===== src/rtl/cap_pkg.sv =====
// Shared constants and the register address map for the capture unit.
package cap_pkg;
    localparam int BYTE_W = 8;

    typedef enum logic [1:0] {
        ADDR_LO   = 2'd0,
        ADDR_HI   = 2'd1,
        ADDR_FLAG = 2'd2,
        ADDR_NONE = 2'd3
    } cap_addr_e;
endpackage


===== src/rtl/cap_cond.sv =====
// Input conditioning: synchronizes both event sources, selects one and
// optionally filters it. Assumes asynchronous inputs, SYNC_STAGES >= 2 and
// FILT_DEPTH >= 3. The filter adds exactly FILT_DEPTH cycles of latency.
module cap_cond #(
    parameter int SYNC_STAGES = 2,
    parameter int FILT_DEPTH  = 4
) (
    input  logic clk,
    input  logic rst_n,
    input  logic pin_evt,
    input  logic cmp_evt,
    input  logic src_cmp,
    input  logic filt_on,
    output logic level
);
    localparam int NSRC = 2;
    localparam int HW   = FILT_DEPTH - 1;

    logic [NSRC-1:0] raw;
    logic [NSRC-1:0] synced;
    logic            sel;
    logic [HW-1:0]   hist_q;
    logic            filt_q;
    logic            agree;

    assign raw = {cmp_evt, pin_evt};

    // One synchronizer chain per event source.
    for (genvar g = 0; g < NSRC; g++) begin : g_sync
        logic [SYNC_STAGES-1:0] chain_q;
        // Shift the raw level through the synchronizer flops.
        always_ff @(posedge clk) begin
            if (!rst_n) chain_q <= '0;
            else        chain_q <= {chain_q[SYNC_STAGES-2:0], raw[g]};
        end
        assign synced[g] = chain_q[SYNC_STAGES-1];
    end

    assign sel   = src_cmp ? synced[1] : synced[0];
    assign agree = (&{hist_q, sel}) | ~(|{hist_q, sel});

    // Keep the last HW samples of the selected level.
    always_ff @(posedge clk) begin
        if (!rst_n) hist_q <= '0;
        else        hist_q <= {hist_q[HW-2:0], sel};
    end

    // Filtered level moves only when all FILT_DEPTH samples agree.
    always_ff @(posedge clk) begin
        if (!rst_n)     filt_q <= 1'b0;
        else if (agree) filt_q <= sel;
    end

    assign level = filt_on ? filt_q : sel;
endmodule


===== src/rtl/cap_edge.sv =====
// Edge detector: compares the conditioned level with its value one cycle
// earlier and reports the programmed transition. The previous level keeps
// tracking while gated, so ungating never produces a stale edge.
module cap_edge (
    input  logic clk,
    input  logic rst_n,
    input  logic level,
    input  logic edge_rise,
    input  logic gate_off,
    output logic cap_evt
);
    logic prev_q;
    logic rise;
    logic fall;

    // Remember the level from the previous cycle.
    always_ff @(posedge clk) begin
        if (!rst_n) prev_q <= 1'b0;
        else        prev_q <= level;
    end

    assign rise    = level & ~prev_q;
    assign fall    = ~level & prev_q;
    assign cap_evt = ~gate_off & (edge_rise ? rise : fall);
endmodule


===== src/rtl/cap_regs.sv =====
// Capture register, temporary byte latch and capture flag behind an 8-bit
// bus. Assumes single-cycle strobes. A capture takes priority over a low
// byte write and over a flag clear. A high byte write takes priority over
// the read-side latch update.
module cap_regs
    import cap_pkg::*;
#(
    parameter int BW = BYTE_W,
    localparam int TW = 2 * BW
) (
    input  logic          clk,
    input  logic          rst_n,
    input  logic          cap_evt,
    input  logic [TW-1:0] timer_val,
    input  logic          bus_wr,
    input  logic          bus_rd,
    input  logic [1:0]    bus_addr,
    input  logic [BW-1:0] bus_wdata,
    output logic [BW-1:0] bus_rdata,
    input  logic          irq_ack,
    output logic          flag,
    output logic [TW-1:0] cap_val,
    output logic [BW-1:0] tmp_val
);
    logic [TW-1:0] cap_q;
    logic [BW-1:0] tmp_q;
    logic          flag_q;
    logic          wr_lo;
    logic          wr_hi;
    logic          wr_clr;
    logic          rd_lo;

    assign wr_lo  = bus_wr && (bus_addr == ADDR_LO);
    assign wr_hi  = bus_wr && (bus_addr == ADDR_HI);
    assign wr_clr = bus_wr && (bus_addr == ADDR_FLAG) && bus_wdata[0];
    assign rd_lo  = bus_rd && (bus_addr == ADDR_LO);

    // Capture register: hardware capture first, then software commit.
    always_ff @(posedge clk) begin
        if (!rst_n)       cap_q <= '0;
        else if (cap_evt) cap_q <= timer_val;
        else if (wr_lo)   cap_q <= {tmp_q, bus_wdata};
    end

    // Temporary byte shared by 16-bit writes and reads.
    always_ff @(posedge clk) begin
        if (!rst_n)     tmp_q <= '0;
        else if (wr_hi) tmp_q <= bus_wdata;
        else if (rd_lo) tmp_q <= cap_q[TW-1:BW];
    end

    // Capture flag: set wins over either clear source.
    always_ff @(posedge clk) begin
        if (!rst_n)                  flag_q <= 1'b0;
        else if (cap_evt)            flag_q <= 1'b1;
        else if (irq_ack || wr_clr)  flag_q <= 1'b0;
    end

    // Combinational read mux.
    always_comb begin
        unique case (bus_addr)
            ADDR_LO:   bus_rdata = cap_q[BW-1:0];
            ADDR_HI:   bus_rdata = tmp_q;
            ADDR_FLAG: bus_rdata = {{(BW-1){1'b0}}, flag_q};
            default:   bus_rdata = '0;
        endcase
    end

    assign flag    = flag_q;
    assign cap_val = cap_q;
    assign tmp_val = tmp_q;
endmodule


===== src/rtl/capture_unit.sv =====
// Top of the timer event capture unit. It chains input conditioning, edge
// detection and the register file. Assumes timer_val is synchronous to clk.
module capture_unit
    import cap_pkg::*;
#(
    parameter int SYNC_STAGES = 2,
    parameter int FILT_DEPTH  = 4
) (
    input  logic        clk,
    input  logic        rst_n,
    input  logic        pin_evt,
    input  logic        cmp_evt,
    input  logic        src_cmp,
    input  logic        filt_on,
    input  logic        edge_rise,
    input  logic        cap_is_top,
    input  logic [15:0] timer_val,
    input  logic        bus_wr,
    input  logic        bus_rd,
    input  logic [1:0]  bus_addr,
    input  logic [7:0]  bus_wdata,
    output logic [7:0]  bus_rdata,
    input  logic        irq_ack,
    output logic        irq_req
);
    logic        level;
    logic        cap_evt;
    logic [15:0] cap_val;
    logic [7:0]  tmp_val;

    cap_cond #(.SYNC_STAGES(SYNC_STAGES), .FILT_DEPTH(FILT_DEPTH)) u_cond (
        .clk(clk), .rst_n(rst_n), .pin_evt(pin_evt), .cmp_evt(cmp_evt),
        .src_cmp(src_cmp), .filt_on(filt_on), .level(level)
    );

    cap_edge u_edge (
        .clk(clk), .rst_n(rst_n), .level(level), .edge_rise(edge_rise),
        .gate_off(cap_is_top), .cap_evt(cap_evt)
    );

    cap_regs #(.BW(BYTE_W)) u_regs (
        .clk(clk), .rst_n(rst_n), .cap_evt(cap_evt), .timer_val(timer_val),
        .bus_wr(bus_wr), .bus_rd(bus_rd), .bus_addr(bus_addr),
        .bus_wdata(bus_wdata), .bus_rdata(bus_rdata), .irq_ack(irq_ack),
        .flag(irq_req), .cap_val(cap_val), .tmp_val(tmp_val)
    );
endmodule


===== config.mk =====
export PLATFORM = sky130hd
export DESIGN_NAME = capture_unit
export DESIGN_NICKNAME = d
export VERILOG_FILES = /design/src/rtl/cap_pkg.sv /design/src/rtl/cap_cond.sv /design/src/rtl/cap_edge.sv /design/src/rtl/cap_regs.sv /design/src/rtl/capture_unit.sv
export SDC_FILE = /design/constraint.sdc
export NUM_CORES = 1
export LEC_CHECK = 0
export BUFFER_PORTS_ARGS = -buffer_cell sky130_fd_sc_hd__clkbuf_2
export CORE_AREA = 3 3 72 74
export CTS_CLUSTER_SIZE = 24
export DETAILED_ROUTE_END_ITERATION = 16
export DIE_AREA = 0 0 75 77
export GPL_TIMING_DRIVEN = 0
export PLACE_DENSITY_LB_ADDON = 0.1
export RECOVER_POWER = 100
export SYNTH_ARGS = -nofsm -noshare
export SYNTH_HDL_FRONTEND = slang
export SYNTH_SLANG_ARGS = --single-unit

===== constraint.sdc =====
create_clock -name clk -period 1.7 [get_ports clk]
set_clock_uncertainty 0.05 [all_clocks]
set_input_delay 0.255 -clock clk [delete_from_list [all_inputs] [get_ports clk]]
set_output_delay 0.255 -clock clk [all_outputs]
set_load 0.01 [all_outputs]

==> impl_results.md, run 1 <==
* Avg Cell Area, Syn at 9.23 µm²
* Synth Net Count at roughly 240
* DR vias at around 1500
* Drc violations at 0
* Average routed wire per standard cell at 14.8 µm
* Initial antenna violation count at 0
* Crit path max-delay family: buffers and inverters
* Row Count at 25
* Initial Util at between 30% and 40%
* Final WL at ~4.5 mm
* Critical path fanouts, max at 11
* Clock Sinks at 34
* Starting DRC count in detailed routing at 51
* Total negative slack at 0 ns
* Number of setup buffers added after CTS at 0
* Crit path depth at 5
* Crit. End Element: primary output
* Commonest non-fill, non-tap cell in the layout: nand2_1
* Register area at between 600 and 700 µm²
* Post-Syn Instances at 200
* Count of maximum capacitance violations at 0
* ANT nets after route at 0
* Synth area leader: dfxtp_1
* Syn. warnings at 0
* CP max stage delay at 0.32 ns
* Crit path cell chain: clkbuf_2 > clkbuf_2 > mux2i_1 > o21ai_0 > clkbuf_2
* Total GRT Usage at roughly 17%
* Slew Viols, Final at 0
* Final setup margin at about 0.15 ns
* Count of cell types in the netlist at 28
* Vias in the first global route at ~1500
* Total power at 0.00163 W
* Port-buffer cells at 42
* Unrepaired setup endpoints after global routing: false
* Core Area at 4660 µm²
* VDD IR max at 0.000328 V
* Hold/Removal Path Class: in -> reg
* Slew @ Worst Pin at 0.519 ns
* CP dominant cell by count: clkbuf_2
* Crit path kind: in -> out
* Die Wd at approximately 75 µm
* Vert. Die Dim at ~77 µm
* Crit start category: primary input
* Reg2reg path depth at 6
* CTS root buffer: clkbuf_8
* CTS tree: yes
* Clk_lat worst skew at ~0.29 ns
* Cell Pwr Density at about 750 nW/µm²
* Routability Congestion at about 0.73
* Largest net degree at the start of global routing at 12
* Vias/cell at 5.05
* Die area at roughly 5800 µm²
* First-pass GRT wire length at around 7 mm
* CTS Buffer Depth at 2
* Post-cts hold buffer count at 0
* Area contributors post-synth: dfxtp_1 (37%), mux2i_1 (15%), nand2_1 (7.9%)
* DP HPWL at 3.17 mm
* Share of layout cells above drive strength 1 at about a quarter
* Drt pass-1 iters at 4
* WP data required at approximately 1.4 ns
* Reg2reg setup slack at 0.16 ns
* Final Hold Vio Count at 0
* CTS resizes at 0
* Fin crit share at ~90%
* Synth-to-Final Area Change at 18.8%
* Io pins at between 40 and 50
* # diodes at 0
* CTS clk-pin slew, worst paths at roughly 0.07 ns
* Worst path slowest cell: clkbuf_2
* Slew Limit Headroom at between 60% and 70%
* LEAKAGE at around 0.94 nW
* Multi-input gate area in the final layout at about 1000 µm²
* Layout net count at between 200 and 300
* Maximum clock frequency at between 600 and 700 MHz
* Hold Path Cell Cnt at 2
* Min Clock Period, post-route at approximately 1.5 ns
* H-tree lvl count at 2
* WP data arrival at about 1.2 ns
* Synth Cell Area at roughly 1800 µm²
* Filler cell count at approximately 480
* Gr ovfl total at 0
* Pre-CTS worst setup slack at -0.0718 ns
* Critical path buffers and inverters at 3
* Status: finished clean
* Sequential area share after synthesis at roughly 37%
* Most frequent cells in the layout: nand2_1 (39), clkbuf_2 (36), dfxtp_1 (34), mux2i_1 (27), a21oi_1 (13)
* Final setup violation count at 0
* Flops & latches, synth at 34
* TritonCTS Buffers at 5
* Area share of the largest cell type after synthesis at roughly 37%
-- cells in the mapped netlist --
cell      instances
buf_6             4
o211a_1           2
mux2_1           10
and2_1            7
nand4b_1          1
mux2i_1          28
buf_8             2
o221ai_1          1
nand3_1           6
buf_2             2
and4b_2           1
nor2b_1           7
and2b_1           1
mux2_2            6
nor2_1           11
o21ai_0           3
a21oi_1          13
or2_2             1
o21a_1            1
clkbuf_8          3
dfxtp_1          34
a21boi_0          1
nor3b_1           2
clkbuf_1          4
nand2_1          39
nand2b_1          1
nor3b_4           1
nand3b_1          8
-- report_power, final --
group          switching [W]  total, W  leakage (nW)  internal (W)
Clock               0.000291  0.000566        0.0438      0.000274
Sequential         0.0000142  0.000837         0.276      0.000823
Combinational       0.000118  0.000232         0.616      0.000114
Total               0.000423   0.00163         0.936       0.00121
-- routing by layer --
metal  up-vias  track usage (%)  routed length (µm)
li1        781                -                   -
met1       701             23.3                2200
met2        37             24.0                1980
met3         7             4.06                 220
met4         0             6.94                  83
met5         -                0                   0
-- through the flow --
stage / hold WS, ns / util, % / instance area, µm² / std cells
4_1_cts: 0.108 / 47.2 / 2200 / 302
2_1_floorplan: 0.332 / - / 1850 / 200
6_report: 0.116 / 47.1 / 2190 / 302
5_1_grt: 0.113 / 47.1 / 2190 / 302
3_5_place_dp: 0.371 / 45.6 / 2120 / 296
3_3_place_gp: 0.364 / 45.6 / 2120 / 296
-- cell families after synthesis --
kind of cell	count (synthesis)	share of synthesized area, %
buffers and inverters	15	7.66
muxes	44	24.9
and+or+nand+nor	86	23.8
AOI/OAI and AO/OA	21	6.71
DFF	34	36.9
-- state kept, by name, summed over array words and instances, names as in the netlist --
name and cells:
u_regs.cap_val 16, u_regs.tmp_val 8, u_cond.g_sync.chain_q 4, u_cond.hist_q 3, u_cond.filt_q 1, u_edge.prev_q 1
u_regs.flag 1
-- layout make-up --
cell class | count | area share (%)
clock buffers | 5 | 3.14
repair buffers | 42 | 9.13
plain buffers | 14 | 5.93
flip-flops and latches | 34 | 31.0
clock inverters | 2 | 0.456
multi-input cells | 151 | 47.2
well taps | 54 | 3.08
-- final timing paths --
kind | startpoint | endpoint
min | cmp_evt | u_cond.g_sync[1].chain_q[0]$_SDFF_PN0_
min reg2reg | u_cond.g_sync[0].chain_q[0]$_SDFF_PN0_ | u_cond.g_sync[0].chain_q[1]$_SDFF_PN0_
max | bus_addr[1] | bus_rdata[0]
max reg2reg | u_cond.filt_q$_SDFFE_PN0P_ | u_regs.cap_val[12]$_SDFFE_PN0P_
Note: power is estimated with default switching activity, not from simulation.
==> run 2, diff against run 1 <==
Settings changed: CORE_AREA 3 3 72 74 to 3 3 69 71, DIE_AREA 0 0 75 77 to 0 0 72 74, GPL_TIMING_DRIVEN 0 to default.
==> run 2 against run 1 <==
  * Non-clock buffer count decreased by 1
  * Cell area decreased by 1.8%
  * Critical path depth unchanged
  * Routed wire length decreased by 14%
  * Die area decreased by 7.7%
  * Count of clock-buffer cells in the layout increased by 2
  * Sequential power about the same
  * Global-route usage decreased by 1.1 points
  * Register-to-register slack improved by 0.07 ns
  * Setup slack improved by 0.061 ns
  * Cell count decreased by 0.66%
  * Via count decreased by 3.0%
  * Critical path type unchanged
  * Critical endpoint is now bus_rdata[6]
  * Largest cell class unchanged
  * Highest routed layer unchanged
==> impl_results.md, run 2 (synthesized netlist as in run 1, its figures left out) <==
* Drc violations at 0 (unchanged)
* Total power at 0.00166 W (was 0.00163 W)
* Critical path fanouts, max at 8 (was 11)
* Clk_lat worst skew at 0.28 ns (was 0.29 ns)
* Final Hold Vio Count at 0 (unchanged)
* Final WL at 3.86 mm (was 4.48 mm)
* Crit. End Element: primary output (unchanged)
* Vert. Die Dim at 74 µm (was 77 µm)
* Clock Sinks at 34 (unchanged)
* Slew Limit Headroom at 39.5% (was 65.4%)
* # diodes at 0 (unchanged)
* Crit start category: primary input (unchanged)
* CTS root buffer: clkbuf_8 (unchanged)
* Min Clock Period, post-route at 1.49 ns (was 1.55 ns)
* DP HPWL at 2.69 mm (was 3.17 mm)
* Post-cts hold buffer count at 0 (unchanged)
* DR vias at 1480 (was 1526)
* LEAKAGE at 0.940 nW (was 0.936 nW)
* Hold Path Origin: pin_evt (was cmp_evt)
* Port-buffer cells at 45 (was 42)
* Max FFs per register at 16 (unchanged)
* Commonest non-fill, non-tap cell in the layout: clkbuf_2 (was nand2_1)
* Maximum clock frequency at 672 MHz (was 645 MHz)
* Layout net count at 284 (was 285)
* Reg2reg setup slack at 0.23 ns (was 0.16 ns)
* First-pass GRT wire length at 6.44 mm (was 7.16 mm)
* Critical Path End: bus_rdata[6] (was bus_rdata[0])
* Power share of the combinational group at 13.0% (was 14.2%)
* WP data arrival at 1.18 ns (was 1.24 ns)
* Status: finished clean (unchanged)
* Sw Share at 24.3% (was 25.9%)
* Die Wd at 72 µm (was 75 µm)
* CP startpoint: bus_addr[0] (was bus_addr[1])
* Vias in the first global route at 1424 (was 1476)
* Count of maximum capacitance violations at 0 (unchanged)
* Design area at 2150 µm² (was 2190 µm²)
* Flop pwr share at 50.5% (was 51.2%)
* Drt pass-1 iters at 4 (unchanged)
* WP data required at 1.39 ns (about the same)
* Reg2reg path depth at 5 (was 6)
* VDD IR max at 0.000411 V (was 0.000328 V)
* Crit path kind: in -> out (unchanged)
* Hold/Removal Path Class: in -> reg (unchanged)
* Starting DRC count in detailed routing at 70 (was 51)
* Routability Congestion at 0.744 (was 0.732)
* Slew Viols, Final at 0 (unchanged)
* Gr ovfl total at 0 (unchanged)
* Worst r2r dst: u_regs.cap_val[11]$_SDFFE_PN0P_ (was u_regs.cap_val[12]$_SDFFE_PN0P_)
* Cell Int Power at 0.00125 W (was 0.00121 W)
* Die area at 5330 µm² (was 5780 µm²)
* Initial antenna violation count at 0 (unchanged)
* Most frequent cells in the layout: clkbuf_2 (41), nand2_1 (39), dfxtp_1 (34), mux2i_1 (28), a21oi_1 (13) (was nand2_1 (39), clkbuf_2 (36), dfxtp_1 (34), mux2i_1 (27), a21oi_1 (13))
* Share of layout cells above drive strength 1 at 25.0% (was 24.6%)
* Total GRT Usage at 15.6% (was 16.7%)
* TritonCTS Buffers at 5 (unchanged)
* Synth-to-Final Area Change at 16.7% (was 18.8%)
* Number of setup buffers added after CTS at 0 (unchanged)
* Clock share of power at 36.5% (was 34.6%)
* H-tree lvl count at 2 (unchanged)
* Average routed wire per standard cell at 12.9 µm (was 14.8 µm)
* Vias/cell at 4.93 (was 5.05)
* Fin crit share at 87.5% (was 91.2%)
* CTS Buffer Depth at 2 (unchanged)
* Slew @ Worst Pin at 0.908 ns (was 0.519 ns)
* ANT nets after route at 0 (unchanged)
* CTS clk-pin slew, worst paths at 0.06 ns (was 0.07 ns)
* Final setup violation count at 0 (unchanged)
* Cell Pwr Density at 769 nW/µm² (was 745 nW/µm²)
* Row Count at 24 (was 25)
* CTS resizes at 0 (unchanged)
* Unrepaired setup endpoints after global routing: false (unchanged)
* Placement Cell Area at 2100 µm² (was 2120 µm²)
* Io pins at 46 (unchanged)
* Largest net degree at the start of global routing at 51 (was 12)
* Core Area at 4290 µm² (was 4660 µm²)
* Worst hold margin at 0.128 ns (was 0.116 ns)
* Total negative slack at 0 ns (unchanged)
* Net Switching at 0.000402 W (was 0.000423 W)
* Initial Util at 43.0% (was 39.6%)
* RR Startpoint: u_cond.filt_q$_SDFFE_PN0P_ (unchanged)
* CTS tree: yes (unchanged)
## run 2: cell types whose count changed in the layout (fill, tap and decap cells not counted), moves of 2 or more
cell	previous run	this run
and2_0	4	0
and2_1	3	7
buf_4	0	5
buf_6	3	0
buf_8	2	0
clkbuf_1	12	9
clkbuf_2	36	41
clkbuf_8	8	6
## run 2: per-stage QoR
stage / setup WS [ns] / std cells / utilization [%]
2_1_floorplan: 0.226 / 200 / -
3_3_place_gp: 0.200 / 292 / 48.9
3_5_place_dp: 0.208 / 292 / 48.9
4_1_cts: 0.291 / 300 / 51.0
5_1_grt: 0.133 / 300 / 50.1
6_report: 0.212 / 300 / 50.1
## run 2: power by group through the flow
stage	logic, W	clock network (W)	registers [W]
floorplan	0.000148	0	0.000851
global placement	0.000226	0	0.000854
detailed placement	0.000226	0	0.000855
CTS	0.000228	0.000627	0.000836
global route	0.000241	0.000655	0.000839
finish	0.000215	0.000605	0.000836
## run 2: cell type report
class / instances / area [µm²]
fillers: 444 / 2140
multi-input cells: 151 / 1020
repair buffers: 55 / 293
clock inverters: 1 / 5.00
flip-flops and latches: 34 / 681
clock buffers: 7 / 86.3
well taps: 52 / 65.1
## run 2: worst min path at each step
stage | slack [ns] | endpoint | depth (start not counted)
CTS | 0.12 | u_cond.g_sync[0].chain_q[0]$_SDFF_PN0_ | 2
finish | 0.13 | u_cond.g_sync[0].chain_q[0]$_SDFF_PN0_ | 2
global placement | 0.36 | u_cond.g_sync[0].chain_q[1]$_SDFF_PN0_ | 1
floorplan | 0.33 | u_cond.g_sync[0].chain_q[0]$_SDFF_PN0_ | 1
detailed placement | 0.37 | u_cond.g_sync[0].chain_q[1]$_SDFF_PN0_ | 1
global route | 0.14 | u_cond.g_sync[0].chain_q[0]$_SDFF_PN0_ | 2
## run 2: metal layers
layer  up-vias  GRT usage, %  part of all wire (%)
met5         -             0                     0
li1        773             -                     -
met1       670          20.9                    51
met3         7          4.19                   4.8
met4         0          5.64                   1.4
met2        30          24.2                    43
## run 2: worst max-delay path: stages
cell	delay, ns
clkbuf_2	0.17
clkbuf_1	0.33
mux2i_1	0.23
nor2_1	0.06
clkbuf_2	0.13
==> run 3, diff against run 2 <==
Settings changed: MAX_ROUTING_LAYER from default to met4.
==> run 3 against run 2 <==
  * Sequential power about the same
  * Critical path type unchanged
  * Largest power group unchanged
  * Non-clock buffer count stayed put
  * First-iteration DRC count decreased by 2.9%
  * Largest cell class unchanged
  * Setup slack about the same
==> impl_results.md, run 3 (synthesized netlist as in run 1, its figures left out) <==
* Final WL at 3.86 mm (about the same)
* Maximum clock frequency at 672 MHz (about the same)
* Cell Pwr Density at 769 nW/µm² (about the same)
* Total GRT Usage at 16.1% (was 15.6%)
* TritonCTS Buffers at 5 (unchanged)
* CTS tree: yes (unchanged)
* Max FFs per register at 16 (unchanged)
* Total negative slack at 0 ns (unchanged)
* CTS Buffer Depth at 2 (unchanged)
* Slew Limit Headroom at 39.5% (about the same)
* Post-cts hold buffer count at 0 (unchanged)
* Register area at 681 µm² (unchanged)
* Share of layout cells above drive strength 1 at 25.0% (unchanged)
* Row Count at 24 (unchanged)
* Count of maximum capacitance violations at 0 (unchanged)
* DR vias at 1481 (was 1480)
* Port-buffer cells at 45 (unchanged)
* CTS resizes at 0 (unchanged)
* WP data required at 1.39 ns (about the same)
* Routability Congestion at 0.753 (was 0.744)
* Most frequent cells in the layout: clkbuf_2 (41), nand2_1 (39), dfxtp_1 (34), mux2i_1 (28), a21oi_1 (13) (unchanged)
* Commonest non-fill, non-tap cell in the layout: clkbuf_2 (unchanged)
* Drc violations at 0 (unchanged)
* Worst path slowest cell: clkbuf_1 (unchanged)
* Multi-input gate area in the final layout at 1020 µm² (unchanged)
* Critical path fanouts, max at 8 (unchanged)
* Core Area at 4290 µm² (unchanged)
* CP dominant cell by count: clkbuf_2 (unchanged)
* Die area at 5330 µm² (unchanged)
* Clk_lat worst skew at 0.28 ns (about the same)
* Filler cell count at 444 (unchanged)
* Placement Cell Area at 2100 µm² (unchanged)
* Final setup violation count at 0 (unchanged)
* CTS clk-pin slew, worst paths at 0.06 ns (about the same)
* Initial Util at 43.0% (unchanged)
* Crit. End Element: primary output (unchanged)
* Crit start category: primary input (unchanged)
* Crit path kind: in -> out (unchanged)
* Largest net degree at the start of global routing at 51 (unchanged)
* ANT nets after route at 0 (unchanged)
* Vias/cell at 4.94 (was 4.93)
* WP data arrival at 1.18 ns (about the same)
* H-tree lvl count at 2 (unchanged)
* CTS root buffer: clkbuf_8 (unchanged)
* Synth-to-Final Area Change at 16.7% (unchanged)
* Unrepaired setup endpoints after global routing: false (unchanged)
* LEAKAGE at 0.940 nW (unchanged)
* Slew @ Worst Pin at 0.908 ns (about the same)
* Drt pass-1 iters at 4 (unchanged)
* Clock Sinks at 34 (unchanged)
* VDD IR max at 0.000409 V (was 0.000411 V)
* Number of setup buffers added after CTS at 0 (unchanged)
* Average routed wire per standard cell at 12.9 µm (about the same)
* Initial antenna violation count at 0 (unchanged)
* Design area at 2150 µm² (unchanged)
* Starting DRC count in detailed routing at 68 (was 70)
* Crit path cell chain: clkbuf_2 > clkbuf_1 > mux2i_1 > nor2_1 > clkbuf_2 (unchanged)
* Critical path buffers and inverters at 3 (unchanged)
* Fin crit share at 87.5% (about the same)
* Crit path max-delay family: buffers and inverters (unchanged)
* First-pass GRT wire length at 6.44 mm (unchanged)
* DP HPWL at 2.69 mm (unchanged)
* # diodes at 0 (unchanged)
* Layout net count at 284 (unchanged)
* Vert. Die Dim at 74 µm (unchanged)
* Status: finished clean (unchanged)
* Slew Viols, Final at 0 (unchanged)
* Io pins at 46 (unchanged)
* Min Clock Period, post-route at 1.49 ns (about the same)
* Gr ovfl total at 0 (unchanged)
* Vias in the first global route at 1424 (unchanged)
* Die Wd at 72 µm (unchanged)
* CP max stage delay at 0.33 ns (about the same)
* Hold/Removal Path Class: in -> reg (unchanged)
* Final Hold Vio Count at 0 (unchanged)
run 3: worst reg2reg max path: stages (launching register included):
cell and delay (ns):
dfxtp_1 0.35, nor3b_1 0.22, a21oi_1 0.06, o221ai_1 0.28, buf_12 0.22, mux2i_1 0.22
run 3: report_power, final:
group | switching (W) | internal [W]
clock network | 0.000278 | 0.000326
logic | 0.000110 | 0.000105
registers | 0.0000131 | 0.000823
total | 0.000401 | 0.00125
run 3: area by class of cell:
cell class	count	area share (%)
clock buffer	7	4.01
tap	52	3.02
multi-input combinational	151	47.5
timing repair buffer	55	13.6
sequential	34	31.6
clock inverter	1	0.232
run 3: path summary, 6_finish.rpt:
path                                           from                                      to  slack (ns)  cells past startpoint
max                                     bus_addr[0]                            bus_rdata[6]        0.21                      5
min                                         pin_evt  u_cond.g_sync[0].chain_q[0]$_SDFF_PN0_        0.13                      2
max reg2reg              u_cond.filt_q$_SDFFE_PN0P_         u_regs.cap_val[11]$_SDFFE_PN0P_        0.23                      5
min reg2reg  u_cond.g_sync[0].chain_q[0]$_SDFF_PN0_  u_cond.g_sync[0].chain_q[1]$_SDFF_PN0_        0.38                      1
run 3: metrics by stage:
| step | total power (W) | setup WS [ns] | instances | util (%) | hold WS, ns |
|---|---|---|---|---|---|
| floorplan | 0.000999 | 0.226 | 200 | - | 0.332 |
| global placement | 0.00108 | 0.200 | 292 | 48.9 | 0.364 |
| detailed placement | 0.00108 | 0.208 | 292 | 48.9 | 0.371 |
| CTS | 0.00169 | 0.291 | 300 | 51.0 | 0.122 |
| global route | 0.00174 | 0.133 | 300 | 50.1 | 0.138 |
| finish | 0.00166 | 0.212 | 300 | 50.1 | 0.128 |
run 3: routing by layer:
layer / up-vias / global-route usage (%) / routed length, µm
met5: - / - / 0
met4: 0 / 5.64 / 53
met3: 7 / 3.92 / 178
met2: 30 / 24.2 / 1660
met1: 671 / 21.1 / 1960
li1: 773 / - / -
